`src/rtl/iso_tx_pkg.sv`:
```
package iso_tx_pkg;
    // Sender state of the bus-facing side.
    typedef enum logic [1:0] {
        SND_IDLE = 2'd0,
        SND_DATA = 2'd1,
        SND_ZLP  = 2'd2
    } snd_e;
endpackage

```
`src/rtl/iso_tx_store.sv`:
```
// Packet byte store: two slots of MAX_BYTES each, addressed {slot, offset}.
module iso_tx_store #(
    parameter int DATA_W = 8,
    parameter int ADDR_W = 7
) (
    input  logic              clk,
    input  logic              wr_en,
    input  logic [ADDR_W-1:0] wr_addr,
    input  logic [DATA_W-1:0] wr_data,
    input  logic [ADDR_W-1:0] rd_addr,
    output logic [DATA_W-1:0] rd_data
);
    localparam int WORDS = 1 << ADDR_W;

    logic [DATA_W-1:0] mem [WORDS];

    always_ff @(posedge clk) begin
        if (wr_en) mem[wr_addr] <= wr_data;
    end

    assign rd_data = mem[rd_addr];
endmodule

```
`src/rtl/iso_tx_ctrl.sv`:
```
// Slot accounting, token answering, underrun, toggle and interrupt logic.
module iso_tx_ctrl
    import iso_tx_pkg::*;
#(
    parameter  int MAX_BYTES = 64,
    localparam int LEN_W     = $clog2(MAX_BYTES + 1),
    localparam int PTR_W     = $clog2(MAX_BYTES)
) (
    input  logic             clk,
    input  logic             rst_n,
    input  logic             cfg_iso,
    input  logic             cfg_dbl,
    input  logic             cfg_dma_en,
    input  logic             cfg_dma_mode,
    input  logic             cfg_tx_dir,
    input  logic             cfg_force_tog,
    input  logic             cfg_int_en,
    input  logic [LEN_W-1:0] cfg_maxp,
    input  logic             flush,
    input  logic             uf_clr,
    input  logic             ld_wr,
    input  logic             ld_commit,
    input  logic             in_tok,
    input  logic             rd_en,
    input  logic             tx_done,
    input  logic             tx_ack,
    output logic             wr_en,
    output logic [PTR_W:0]   wr_addr,
    output logic [PTR_W:0]   rd_addr,
    output logic             dma_req,
    output logic             tx_go,
    output logic [LEN_W-1:0] tx_len,
    output logic             tx_data1,
    output logic             tx_nak,
    output logic             underrun,
    output logic             irq,
    output logic [1:0]       pkt_count
);
    typedef struct packed {
        logic [1:0]       count;
        logic             wr_slot;
        logic             rd_slot;
        logic [LEN_W-1:0] wr_cnt;
        logic [LEN_W-1:0] len0;
        logic [LEN_W-1:0] len1;
        logic [LEN_W-1:0] rd_ptr;
        snd_e             snd;
        logic             go;
        logic             nak;
        logic [LEN_W-1:0] len_out;
        logic             irq;
        logic             uf;
        logic             tog;
    } st_t;

    localparam st_t ST_RESET = '{
        count: 2'd0, wr_slot: 1'b0, rd_slot: 1'b0, wr_cnt: '0,
        len0: '0, len1: '0, rd_ptr: '0, snd: SND_IDLE, go: 1'b0,
        nak: 1'b0, len_out: '0, irq: 1'b0, uf: 1'b0, tog: 1'b0
    };

    st_t st_d, st_q;

    logic [1:0]       cap;
    logic             room;
    logic [LEN_W-1:0] lim;
    logic             wr_ok;
    logic             commit;
    logic             freed;
    logic             cmpl_irq_ok;

    assign cap         = cfg_dbl ? 2'd2 : 2'd1;
    assign room        = st_q.count < cap;
    assign lim         = (cfg_maxp > LEN_W'(MAX_BYTES)) ? LEN_W'(MAX_BYTES) : cfg_maxp;
    assign wr_ok       = cfg_tx_dir && ld_wr && room && (st_q.wr_cnt < lim) && !flush;
    assign commit      = cfg_tx_dir && ld_commit && room;
    assign cmpl_irq_ok = cfg_int_en && !(cfg_dma_en && cfg_dma_mode);

    always_comb begin
        st_d     = st_q;
        st_d.go  = 1'b0;
        st_d.nak = 1'b0;
        st_d.irq = 1'b0;
        freed    = 1'b0;

        // Loader side
        if (wr_ok) st_d.wr_cnt = st_q.wr_cnt + 1'b1;
        if (commit) begin
            if (st_q.wr_slot) st_d.len1 = st_d.wr_cnt;
            else              st_d.len0 = st_d.wr_cnt;
            st_d.wr_slot = ~st_q.wr_slot;
            st_d.wr_cnt  = '0;
        end

        // Byte consumption
        if (rd_en && st_q.snd == SND_DATA) st_d.rd_ptr = st_q.rd_ptr + 1'b1;

        // Completion report from the bus side
        if (tx_done) begin
            case (st_q.snd)
                SND_DATA: begin
                    if (cfg_iso || tx_ack) begin
                        freed        = 1'b1;
                        st_d.rd_slot = ~st_q.rd_slot;
                        if (!cfg_iso) st_d.tog = ~st_q.tog;
                        if (cmpl_irq_ok) st_d.irq = 1'b1;
                    end else if (cfg_force_tog) begin
                        st_d.tog = ~st_q.tog;
                    end
                    st_d.rd_ptr = '0;
                    st_d.snd    = SND_IDLE;
                end
                SND_ZLP:  st_d.snd = SND_IDLE;
                default:  ;
            endcase
        end

        if (uf_clr) st_d.uf = 1'b0;

        // Token answer
        if (in_tok && cfg_tx_dir && st_q.snd == SND_IDLE) begin
            if (st_q.count != 2'd0) begin
                st_d.go      = 1'b1;
                st_d.len_out = st_q.rd_slot ? st_q.len1 : st_q.len0;
                st_d.snd     = SND_DATA;
                st_d.rd_ptr  = '0;
            end else if (cfg_iso) begin
                st_d.go      = 1'b1;
                st_d.len_out = '0;
                st_d.snd     = SND_ZLP;
                st_d.uf      = 1'b1;
                st_d.irq     = cfg_int_en;
            end else begin
                st_d.nak     = 1'b1;
            end
        end

        case ({commit, freed})
            2'b10:   st_d.count = st_q.count + 2'd1;
            2'b01:   st_d.count = st_q.count - 2'd1;
            default: st_d.count = st_q.count;
        endcase

        if (flush) begin
            st_d.count   = 2'd0;
            st_d.wr_slot = 1'b0;
            st_d.rd_slot = 1'b0;
            st_d.wr_cnt  = '0;
            st_d.rd_ptr  = '0;
            st_d.snd     = SND_IDLE;
            st_d.uf      = 1'b0;
            st_d.go      = 1'b0;
            st_d.nak     = 1'b0;
            st_d.irq     = 1'b0;
        end
    end

    always_ff @(posedge clk or negedge rst_n) begin
        if (!rst_n) st_q <= ST_RESET;
        else        st_q <= st_d;
    end

    assign wr_en     = wr_ok;
    assign wr_addr   = {st_q.wr_slot, st_q.wr_cnt[PTR_W-1:0]};
    assign rd_addr   = {st_q.rd_slot, st_q.rd_ptr[PTR_W-1:0]};
    assign dma_req   = cfg_dma_en && cfg_tx_dir && room;
    assign tx_go     = st_q.go;
    assign tx_len    = st_q.len_out;
    assign tx_data1  = !cfg_iso && st_q.tog;
    assign tx_nak    = st_q.nak;
    assign underrun  = st_q.uf;
    assign irq       = st_q.irq;
    assign pkt_count = st_q.count;
endmodule

```
`src/rtl/iso_tx_pktbuf.sv`:
```
// Transmit packet buffer for one IN endpoint. MAX_BYTES must be a power of two.
module iso_tx_pktbuf #(
    parameter  int DATA_W    = 8,
    parameter  int MAX_BYTES = 64,
    localparam int LEN_W     = $clog2(MAX_BYTES + 1),
    localparam int PTR_W     = $clog2(MAX_BYTES)
) (
    input  logic              clk,
    input  logic              rst_n,
    input  logic              cfg_iso,
    input  logic              cfg_dbl,
    input  logic              cfg_dma_en,
    input  logic              cfg_dma_mode,
    input  logic              cfg_tx_dir,
    input  logic              cfg_force_tog,
    input  logic              cfg_int_en,
    input  logic [LEN_W-1:0]  cfg_maxp,
    input  logic              flush,
    input  logic              uf_clr,
    input  logic              ld_wr,
    input  logic [DATA_W-1:0] ld_data,
    input  logic              ld_commit,
    output logic              dma_req,
    input  logic              in_tok,
    output logic              tx_go,
    output logic [LEN_W-1:0]  tx_len,
    output logic              tx_data1,
    output logic              tx_nak,
    input  logic              rd_en,
    output logic [DATA_W-1:0] rd_data,
    input  logic              tx_done,
    input  logic              tx_ack,
    output logic              underrun,
    output logic              irq,
    output logic [1:0]        pkt_count
);
    logic             st_wr_en;
    logic [PTR_W:0]   st_wr_addr;
    logic [PTR_W:0]   st_rd_addr;

    iso_tx_ctrl #(.MAX_BYTES(MAX_BYTES)) u_ctrl (
        .clk           (clk),
        .rst_n         (rst_n),
        .cfg_iso       (cfg_iso),
        .cfg_dbl       (cfg_dbl),
        .cfg_dma_en    (cfg_dma_en),
        .cfg_dma_mode  (cfg_dma_mode),
        .cfg_tx_dir    (cfg_tx_dir),
        .cfg_force_tog (cfg_force_tog),
        .cfg_int_en    (cfg_int_en),
        .cfg_maxp      (cfg_maxp),
        .flush         (flush),
        .uf_clr        (uf_clr),
        .ld_wr         (ld_wr),
        .ld_commit     (ld_commit),
        .in_tok        (in_tok),
        .rd_en         (rd_en),
        .tx_done       (tx_done),
        .tx_ack        (tx_ack),
        .wr_en         (st_wr_en),
        .wr_addr       (st_wr_addr),
        .rd_addr       (st_rd_addr),
        .dma_req       (dma_req),
        .tx_go         (tx_go),
        .tx_len        (tx_len),
        .tx_data1      (tx_data1),
        .tx_nak        (tx_nak),
        .underrun      (underrun),
        .irq           (irq),
        .pkt_count     (pkt_count)
    );

    iso_tx_store #(.DATA_W(DATA_W), .ADDR_W(PTR_W + 1)) u_store (
        .clk     (clk),
        .wr_en   (st_wr_en),
        .wr_addr (st_wr_addr),
        .wr_data (ld_data),
        .rd_addr (st_rd_addr),
        .rd_data (rd_data)
    );
endmodule

```
`config.mk`:
```
export PLATFORM = sky130hd
export DESIGN_NAME = iso_tx_pktbuf
export DESIGN_NICKNAME = d
export VERILOG_FILES = /design/src/rtl/iso_tx_pkg.sv /design/src/rtl/iso_tx_store.sv /design/src/rtl/iso_tx_ctrl.sv /design/src/rtl/iso_tx_pktbuf.sv
export SDC_FILE = /design/constraint.sdc
export NUM_CORES = 1
export LEC_CHECK = 0
export ABC_AREA = 1
export BUFFER_PORTS_ARGS = -buffer_cell sky130_fd_sc_hd__buf_2
export CAP_MARGIN = 10
export CELL_PAD_IN_SITES_DETAIL_PLACEMENT = 0
export CELL_PAD_IN_SITES_GLOBAL_PLACEMENT = 1
export CORE_AREA = 10 10 366 368
export CTS_CLUSTER_DIAMETER = 100
export DETAILED_ROUTE_END_ITERATION = 12
export DIE_AREA = 0 0 376 378
export PLACE_DENSITY_LB_ADDON = 0.05
export SYNTH_ARGS = -nofsm -noshare
export SYNTH_HDL_FRONTEND = slang
export SYNTH_SLANG_ARGS = --single-unit
```
`constraint.sdc`:
```
create_clock -name clk -period 2.5 [get_ports clk]
set_clock_uncertainty 0.2 [all_clocks]
set_input_delay 0.25 -clock clk [delete_from_list [all_inputs] [get_ports clk]]
set_output_delay 0.25 -clock clk [all_outputs]
set_load 0.01 [all_outputs]
```
# --- Yosys cells after proc, flatten, opt, wreduce, memory -nomap -nowiden ---
# Memories as Yosys holds them, arrays and structs flattened.
# Index checks and enable logic that the tools add are counted.
word_totals:
  regBits: 46
  ramBits: 1024
  input_bits: 32
  out_inout_bits: 23
  elab_cells: 104
  n_memories: 1
classes:
  n_addsub: 4
  order_cmp: 3
  eq_ne: 5
  n_mux: 41
  bitwise: 3
  n_reduce_logical: 33
mem_list:
  columns: ["name", "words", "word_bits", "rd", "rd_clocked_by_memory_dff", "write_ports", "line_no", "rtl"]
  rows:
  - ["u_store.mem", 128, 8, 1, 0, 1, "iso_tx_store.sv:15", "logic [DATA_W-1:0] mem [WORDS];"]
op_table:
  columns: ["op", "count"]
  rows:
  - ["two-way mux 7 bit", 9]
  - ["two-way mux 11 bit", 2]
  - ["two-way mux 21 bit", 1]
  - ["two-way mux 20 bit", 1]
  - ["two-way mux 1 bit", 19]
  - ["two-way mux 9 bit", 2]
  - ["adder 7 x 1 -> 7 bit, second input constant", 2]
  - ["logical AND 1 bit", 14]
  - ["nonzero test 2 bit", 7]
  - ["two-way mux 2 bit", 4]
  - ["> comparator 7 bit, second input constant", 1]
  - ["less-than comparator 7 bit", 1]
  - ["two-way mux 3 bit", 2]
  - ["AND reduction 2 bit", 3]
  - ["== test 2 x 1 -> 1 bit, second input constant", 2]
  - ["== test 2 bit, second input constant", 2]
  - ["one-hot mux 2 bit (2 select lines)", 1]
  - ["AND reduction 4 bit", 1]
  - ["zero test 1 bit", 3]
  - ["inverter 1 bit", 3]
  - ["AND reduction 3 bit", 1]
  - ["nonzero test 3 bit", 1]
  - ["adder 2 x 1 -> 2 bit, second input constant", 1]
  - ["zero test 2 bit", 1]
  - ["other kinds (5)", 5]

# --- Logic depth before layout (Yosys ltp) ---
# Gate-level depths: netlist of run 1.
depth:
  word_depth: 11
  depth_mapped: 15
  ltp_nobuf: 14

# --- Cells and area by module ---
# From an unflattened synthesis of run 1, not the netlist that was laid out.
unflattened:
  cells_unflattened: 3877
  hier_area_um2: 44527.7
modules_own_cells:
  columns: ["module", "n_inst", "cells_per_inst", "area_per_inst_um2", "seq_area_each_um2"]
  rows:
  - ["iso_tx_store", 1, 3567, 41944.0, 30749.5]
  - ["iso_tx_ctrl", 1, 310, 2583.7, 1126.1]

# --- Worst setup path before layout of run 1 ---
# No wires, ideal clock.
synth_path:
  kind: "input to register"
  start: "in cfg_maxp[4]"
  end: "mem u_store.mem[108][0] (enable)"
  setup_ns: 0.383
  arrival_ns: 2.545
  required_ns: 1.917
  path_slack_ns: -0.629
  cell_stages: 12
  n_path_buf: 1
  path_cell_list: "nor2_1 -> nand2_1 -> o31ai_1 -> nand2_1 -> ha_1 -> a21o_1 -> nand3_1 -> nand2_1 -> nor2_4 -> nand4_4 -> clkbuf_1 -> nor3_1"
synth_between:
  elab_chain_len: 7
synth_rtl:
  columns: ["element", "line_no", "rtl"]
  rows:
  - ["start: declaration", "iso_tx_pktbuf.sv:17", "input logic [LEN_W-1:0] cfg_maxp,"]
  - ["> comparator 7 bit", "iso_tx_ctrl.sv:74", "assign lim = (cfg_maxp > LEN_W'(MAX_BYTES)) ? LEN_W'(MAX_BYTES) : cfg_maxp;"]
  - ["two-way mux 7 bit *", "iso_tx_ctrl.sv:74", null]
  - ["less-than comparator 7 bit *", "iso_tx_ctrl.sv:75", "assign wr_ok = cfg_tx_dir && ld_wr && room && (st_q.wr_cnt < lim) && !flush;"]
  - ["logical AND 1 bit * (2 in a row)", "iso_tx_ctrl.sv:75", null]
  - ["two-way mux 1 bit *", "iso_tx_store.sv:18", "if (wr_en) mem[wr_addr] <= wr_data;"]
  - ["two-way mux 1 bit (implied by the code) *", "iso_tx_store.sv:18", null]
  - ["end: declaration", "iso_tx_store.sv:15", null]
# Mark *: on every way between the ends. The rest lies on a longest branch, timed or not.

# --- Worst setup path after layout of run 1 ---
layout_path:
  start: "reg u_ctrl.st_q, in the netlist u_ctrl.rd_addr[0]"
  end: "out rd_data[2]"
layout_between:
  elab_chain_len: 1
layout_rtl:
  columns: ["element", "line_no", "rtl"]
  rows:
  - ["start: declaration", "iso_tx_ctrl.sv:62", "st_t st_d, st_q;"]
  - ["start signal: assignment", "iso_tx_ctrl.sv:160", "else st_q <= st_d;"]
  - ["memory (128 x 8 bit)", null, null]
  - ["end: declaration", "iso_tx_pktbuf.sv:30", "output logic [DATA_W-1:0] rd_data,"]
# No other way between the ends.

==> results of run 1 <==
[registers in the layout, summed over array words and instances (netlist names)]
| register | cells |
|---|---|
| u_ctrl.rd_addr | 7 |
| u_ctrl.tx_len | 7 |
| u_store.mem | 1024 |
| u_ctrl.underrun | 1 |
| u_ctrl.pkt_count | 2 |
| u_ctrl.tx_go | 1 |
| u_ctrl.tx_nak | 1 |
| u_ctrl.irq | 1 |
| u_ctrl.wr_addr | 7 |
| u_ctrl.st_q | 18 |
[cell type report]
cell class	instances	share of cell area, %
clock buffers	153	5.51
multi-input cells	2538	22.9
repair buffers	488	10.2
well taps	1662	3.66
clock inverters	67	1.15
inverters	44	0.353
repair inverters	4	0.101
flip-flops and latches	1069	56.2
[power by group]
part | switching (W) | internal (W)
sequential | 0.0000812 | 0.0197
clock | 0.00729 | 0.00993
combinational | 0.00227 | 0.00117
[worst max-delay path: cells and delay by family, from the launching register on]
family        cells  cell delay [ns]
simple gates      8             0.81
buf+inv           6             0.94
flops             1             0.51
[stage by stage]
stage	total power [W]	setup TNS [ns]	setup slack, ns	cells	util (%)
after detailed placement	0.0230	-502.02	-0.661	5727	39.1
after CTS	0.0407	-80.76	-0.998	6011	44.3
after global placement	0.0231	-519.33	-0.673	5727	39.1
final	0.0405	-56.07	-0.966	6025	44.8
after floorplan	0.0214	-215.20	-0.270	3881	-
after global routing	0.0419	-132.98	-1.03	6025	44.8
[synth_stat cells (all sizes together)]
library cell / n / area [um2]
nand2: 1530 / 5750
edfxtp: 1024 / 30700
nand3: 631 / 3180
buf: 169 / 871
nor2: 155 / 594
a21oi: 142 / 711
clkbuf: 61 / 229
dfrtp: 45 / 1130
inv: 41 / 154
nor3: 21 / 110
o21ai: 20 / 104
ha: 9 / 113
nand4: 8 / 65.1
mux2i: 7 / 70.1
xor2: 4 / 35.0
clkinv: 3 / 11.3
a211oi: 2 / 15.0
a21o: 1 / 7.51
a31oi: 1 / 6.26
and3: 1 / 6.26
nor3b: 1 / 7.51
nor4: 1 / 6.26
o2111ai: 1 / 8.76
o21a: 1 / 7.51
o31ai: 1 / 7.51
or2: 1 / 6.26
[timing repair]
item | 4_1_cts | 5_1_grt
setup buffers | 16 | 13
hold endpoints to repair | 800 | 0
resized for setup | 392 | 120
pin swaps | 60 | 34
cloned | 17 | 4
setup endpoints to repair | 837 | 1051
hold buffers | 31 | 0
[cell usage in the layout, fill, tap and decap left out, types with 8 or more instances in the layout]
master / count
nor3_4: 14
bufinv_16: 11
buf_16: 20
a21oi_1: 123
buf_12: 84
dlygate4sd3_1: 28
clkbuf_1: 33
clkinv_1: 28
nand3_1: 489
nand2_4: 8
buf_4: 186
nand3_2: 113
clkbuf_16: 123
inv_1: 34
o21ai_0: 18
nand2_1: 1509
nor2_4: 107
buf_6: 116
a21oi_2: 19
nor2_1: 36
nand3_4: 29
nor2_2: 12
clkinv_2: 17
buf_2: 40
nand2_2: 8
dfrtp_1: 41
edfxtp_1: 1024
[worst max path at each step]
stage,cells past startpoint,startpoint,to
floorplan,11,cfg_maxp[4],u_store.mem[84][0]
detailed placement,17,cfg_maxp[2],u_store.mem[3][4]
global placement,17,cfg_maxp[2],u_store.mem[3][6]
CTS,13,u_ctrl.rd_addr[0],rd_data[2]
finish,14,u_ctrl.rd_addr[0],rd_data[2]
global route,13,u_ctrl.rd_addr[0],rd_data[5]
[per-layer routing]
layer  wire, um  GRT usage (%)  vias up
li1           -              -    14300
met1      69700           29.3    15000
met2      69400           33.4      697
met3       7170           3.15      177
met4       3130           5.30        2
met5         13              0        -
[cell families (layout without fill, tap and decap cells)]
| kind of cell | after synthesis | count (layout) | share of synthesized area [%] |
|---|---|---|---|
| simple gates | 2349 | 2349 | 22.1 |
| xor+xnor | 4 | 4 | 0.0797 |
| compound gates | 169 | 169 | 1.97 |
| flops | 1069 | 1069 | 72.5 |
| fa+ha+maj | 9 | 9 | 0.256 |
| buf+inv | 274 | 756 | 2.88 |
| mux | 7 | 7 | 0.159 |
==> metrics.csv, run 1 <==
metric,value,unit
Inserted Clock Buffers,120,
leakage power,21.0,nW
initial antenna violation count,1,
reg2reg path depth,13,
CP max FO,9,
RR Endpoint,u_store.mem[39][0],
first-pass GRT wire length,215000,um
Cells after Synth,3881,
clk buf depth,3,
Filler cells,11800,
Peak VDD IR,0.000635,V
Area Growth Syn to Fin,29.2,%
sequential fraction of the synthesis area,72.5,%
Die ar.,0.142,mm2
crit path kind,reg2out,
placed inst area,0.0495,mm2
Core ar.,0.127,mm2
max cap viols,0,
row count,131,
endpoints failing setup,657,
"slowest stage cell, crit path",dfrtp_4,
RSZ-0062 raised after global routing,true,
synthesized area,0.0439,mm2
Required @ worst endpoint,2.05,ns
H-tree Lvls,3,
Yosys reg bits,1069,
HP Class,in2reg,
"slowest stage delay, CP",0.51,ns
power per cell area,713,mW/mm2
Final #Nets,4306,
pins over their slew limit,0,
nature of the critical path endpoint,output port,
Total Wirelength,149000,um
drt via density,5.01,
Worst Path Arrival,3.02,ns
Ant. Diodes,0,
Synthesized Nets,3922,
worst r2r src,u_ctrl.pkt_count[1],
area of the multi-input gates,0.0130,mm2
FF+latch area,0.0319,mm2
"Avg Cell Area, Syn",11.3,um2
I/O Buffers,54,
hold endpoint,u_ctrl.wr_addr[6],
WL/cell,24.8,um
CP Cell Sequence,"buf_12, buf_16, buf_12, buf_16, clkbuf_16, nand2_1, nand3_1, nand3_1, nand3_2, nand3_2, nand3_2, nand3_2, nand2_4, buf_6",
worst hold margin,0.125,ns
R2R Setup Slk,-0.15,ns
Slew HR,51.3,%
CTS Root Cell,clkbuf_16,
grt ovf,0,
share of layout cells above drive strength 1,22.1,%
failing checks,setup timing,
Starting Density,34.7,%
vias in the first global route,30400,
worst-margin pin slew,0.728,ns
Worst-path clk slew,0.06,ns
post-detailed-route DRC marker count,0,
Die Y-Extent,378,um
fin crit share,139,%
min-delay src,cfg_dbl,
Pre-Repair DR Iteration Count,5,
Worst Setup Start Kind,register,
Routed Antenna Nets,0,
DP Wirelength,95100,um
I/O pin count,55,
Final Hold Vio Count,0,
Final Worst Setup Slack,-0.966,ns
Vias,30200,
hold path cells,7,
"most used cell, CP",nand3_2,
global-route usage over all layers,20.8,%
clock period minus worst slack,3.47,ns
synth unique cells,38,
Ys Warns,0,
largest net degree at the start of global routing,80,
Sink Count,1069,
CTS tree,built,
DR iter-0 viols,2628,
GPL Wtd Cong,0.811,
worst skew pair latency,0.73,ns
die width,376,um
Final Instance Area,0.0568,mm2
outcome,"finished, violations left",
top achievable clock speed,0.289,GHz
(Power assumes the default switching activity.)
==> run 2, diff against run 1 <==
--- a/config.mk
+++ b/config.mk
@@ -10,11 +10,11 @@
 export CAP_MARGIN = 10
 export CELL_PAD_IN_SITES_DETAIL_PLACEMENT = 0
 export CELL_PAD_IN_SITES_GLOBAL_PLACEMENT = 1
-export CORE_AREA = 10 10 366 368
+export CORE_AREA = 10 10 321 323
 export CTS_CLUSTER_DIAMETER = 100
 export DETAILED_ROUTE_END_ITERATION = 12
-export DIE_AREA = 0 0 376 378
-export PLACE_DENSITY_LB_ADDON = 0.05
+export DIE_AREA = 0 0 331 333
+export PLACE_DENSITY_LB_ADDON = 0.1
 export SYNTH_ARGS = -nofsm -noshare
 export SYNTH_HDL_FRONTEND = slang
 export SYNTH_SLANG_ARGS = --single-unit
==> run 2 against run 1 <==
Net effect:
- routed wire length fell by 8.4%
- first-iteration DRC count rose by 19%
- via count rose by 2.1%
- the run still ends with setup timing left
- global-route usage rose by 3.5 points
- critical endpoint is now rd_data[3]
- fmax rose by 4.4%
==> metrics.csv, run 2 (same netlist as run 1, synthesis figures left out) <==
metric,value,unit,change
outcome,"finished, violations left",,
failing checks,setup timing,,
RSZ-0062 raised after global routing,true,,
"commonest non-fill, non-tap cell in the layout",nand2_1,,
Final #Nets,4235,,-1.6%
Peak VDD IR,0.000732,V,+15%
CP max FO,19,,+10
Worst Path Arrival,2.87,ns,-0.15 ns
Cell Count Post-Placement,5268,,-8.0%
Core ar.,0.0963,mm2,-24%
endpoints failing setup,561,,-15%
initial antenna violation count,0,,-1
HP Class,in2reg,,
Ant. Diodes,0,,unchanged
pins over their slew limit,0,,unchanged
setup TNS,-33.28,ns,+22.79 ns
clock period minus worst slack,3.32,ns,-0.147 ns
H-tree Lvls,3,,unchanged
Area Growth Syn to Fin,27.5,%,
Final Non-Filler Cells,5562,,-7.7%
DP Wirelength,85100,um,-11%
max FFs per register,1024,,unchanged
worst path bufs/invs,4,,-2
Required @ worst endpoint,2.05,ns,about the same
Sink Count,1069,,unchanged
fin crit share,133,%,-5.9 points
"Most flops, register",u_store.mem,,
largest net degree at the start of global routing,61,,-24%
power per cell area,699,mW/mm2,-1.9%
post-detailed-route DRC marker count,0,,unchanged
Inserted Clock Buffers,109,,-9.2%
Routed Antenna Nets,0,,unchanged
CTS Root Cell,clkbuf_16,,
worst-margin pin slew,0.762,ns,+0.0337 ns
DR iter-0 viols,3132,,+19%
Final Hold Vio Count,0,,unchanged
die width,331,um,-12%
row count,114,,-13%
Slew HR,49.2,%,-2.1 points
drt via density,5.54,,+11%
"commonest non-fill, non-tap cells in the layout","nand2_1 (1510), edfxtp_1 (1024), nand3_1 (447), buf_4 (154), nand3_2 (137)",,
max cap viols,0,,unchanged
CP Cell Sequence,"buf_12, buf_12, bufbuf_16, nand2_1, nand2_1, a21oi_1, nand3_2, nand3_2, nand3_1, nand3_2, nand2_4, buf_6",,
share of layout cells above drive strength 1,22.3,%,+0.19 points
Worst-path clk slew,0.06,ns,about the same
Starting Density,45.6,%,+11 points
"slowest stage delay, CP",0.48,ns,-0.03 ns
Final Worst Setup Slack,-0.819,ns,+0.147 ns
first-pass GRT wire length,199000,um,-7.5%
I/O pin count,55,,unchanged
Die Y-Extent,333,um,-12%
"Core Util, Final",58.2,%,+13 points
Die ar.,0.110,mm2,-22%
Worst Setup Start Kind,register,,
vias in the first global route,30700,,+1.2%
nature of the critical path endpoint,output port,,
Pre-Repair DR Iteration Count,7,,+2
GPL Wtd Cong,0.919,,+13%
worst hold margin,0.119,ns,-0.00664 ns
"slowest stage cell, crit path",dfrtp_4,,
global-route usage over all layers,24.3,%,+3.5 points
Vias,30800,,+2.1%
leakage power,20.9,nW,-0.90%
total power,0.0392,W,-3.2%
"most used cell, CP",nand3_2,,
top achievable clock speed,0.301,GHz,+4.4%
WL/cell,24.6,um,-0.79%
worst skew pair latency,0.69,ns,-0.04 ns
clk buf depth,3,,unchanged
grt ovf,0,,unchanged
"delay-heaviest family, CP",buffers and inverters,,
CTS tree,built,,
crit path kind,reg2out,,
Total Wirelength,137000,um,-8.4%
Regs by FF count,"u_store.mem: 1024 flops, u_ctrl.st_q: 18 flops",,
I/O Buffers,54,,unchanged
-- run 2: cell count changes in the layout (fill, tap and decap cells not counted), moves of 17 or more --
cell | before | now
a21oi_1 | 123 | 106
a21oi_2 | 19 | 36
buf_16 | 20 | 37
buf_4 | 186 | 154
buf_6 | 116 | 76
clkbuf_1 | 33 | 14
nand3_1 | 489 | 447
nand3_2 | 113 | 137
nand3_4 | 29 | 47
-- run 2: final cells by class --
type	instances	area, um2
Clock buffer	132	2960
Clock inverter	71	559
Fill cell	7805	40200
Inverter	44	191
Multi-Input combinational cell	2538	13300
Sequential cell	1069	31900
Tap cell	1276	1600
Timing Repair Buffer	430	5500
Timing Repair inverter	2	46.3
-- run 2: worst paths after layout --
path	startpoint	endpoint	slack, ns	depth (start not counted)
max	u_ctrl.rd_addr[0]	rd_data[3]	-0.82	12
min	ld_commit	u_ctrl.st_q[24]	0.12	6
max reg2reg	u_ctrl.wr_addr[4]	u_store.mem[30][0]	-0.12	12
min reg2reg	u_ctrl.st_q[21]	u_ctrl.st_q[21]	0.28	2
max in group asynchronous	rst_n	u_ctrl.rd_addr[0]	1.16	4
min in group asynchronous	rst_n	u_ctrl.irq	0.30	3
-- run 2: tightest hold or removal path: stages --
cell	delay [ns]
buf_2	0.11
nand4_1	0.28
nor2_2	0.07
buf_4	0.15
nand2_1	0.06
nand2_1	0.04
-- run 2: timing repair --
item / CTS / global route
gates cloned: 27 / 7
setup buffers: 19 / 13
endpoints found under the setup margin: 626 / 1040
hold buffers: 27 / 0
pin swaps: 57 / 48
gates resized for setup: 401 / 153
hold endpoints to repair: 344 / 0
-- run 2: routing by layer --
layer	GRT usage [%]	share of wire (%)	vias to the layer above
li1	-	-	14100
met1	33.2	42	15200
met2	39.7	48	1304
met3	3.66	7.3	240
met4	7.77	3.3	0
met5	0	0	-
-- run 2: where the power goes --
group          leakage, nW  internal, W  switching [W]  total, W
clock network         1.72      0.00920        0.00678    0.0160
registers             9.81       0.0197      0.0000871    0.0198
logic                 9.32      0.00118        0.00221   0.00339
-- run 2: stage by stage --
step	area (um2)	worst slack, ns
after floorplan	44500	-0.270
after global placement	48400	-0.714
after detailed placement	48400	-0.709
after CTS	55000	-0.865
after global routing	56000	-0.901
final	56000	-0.819
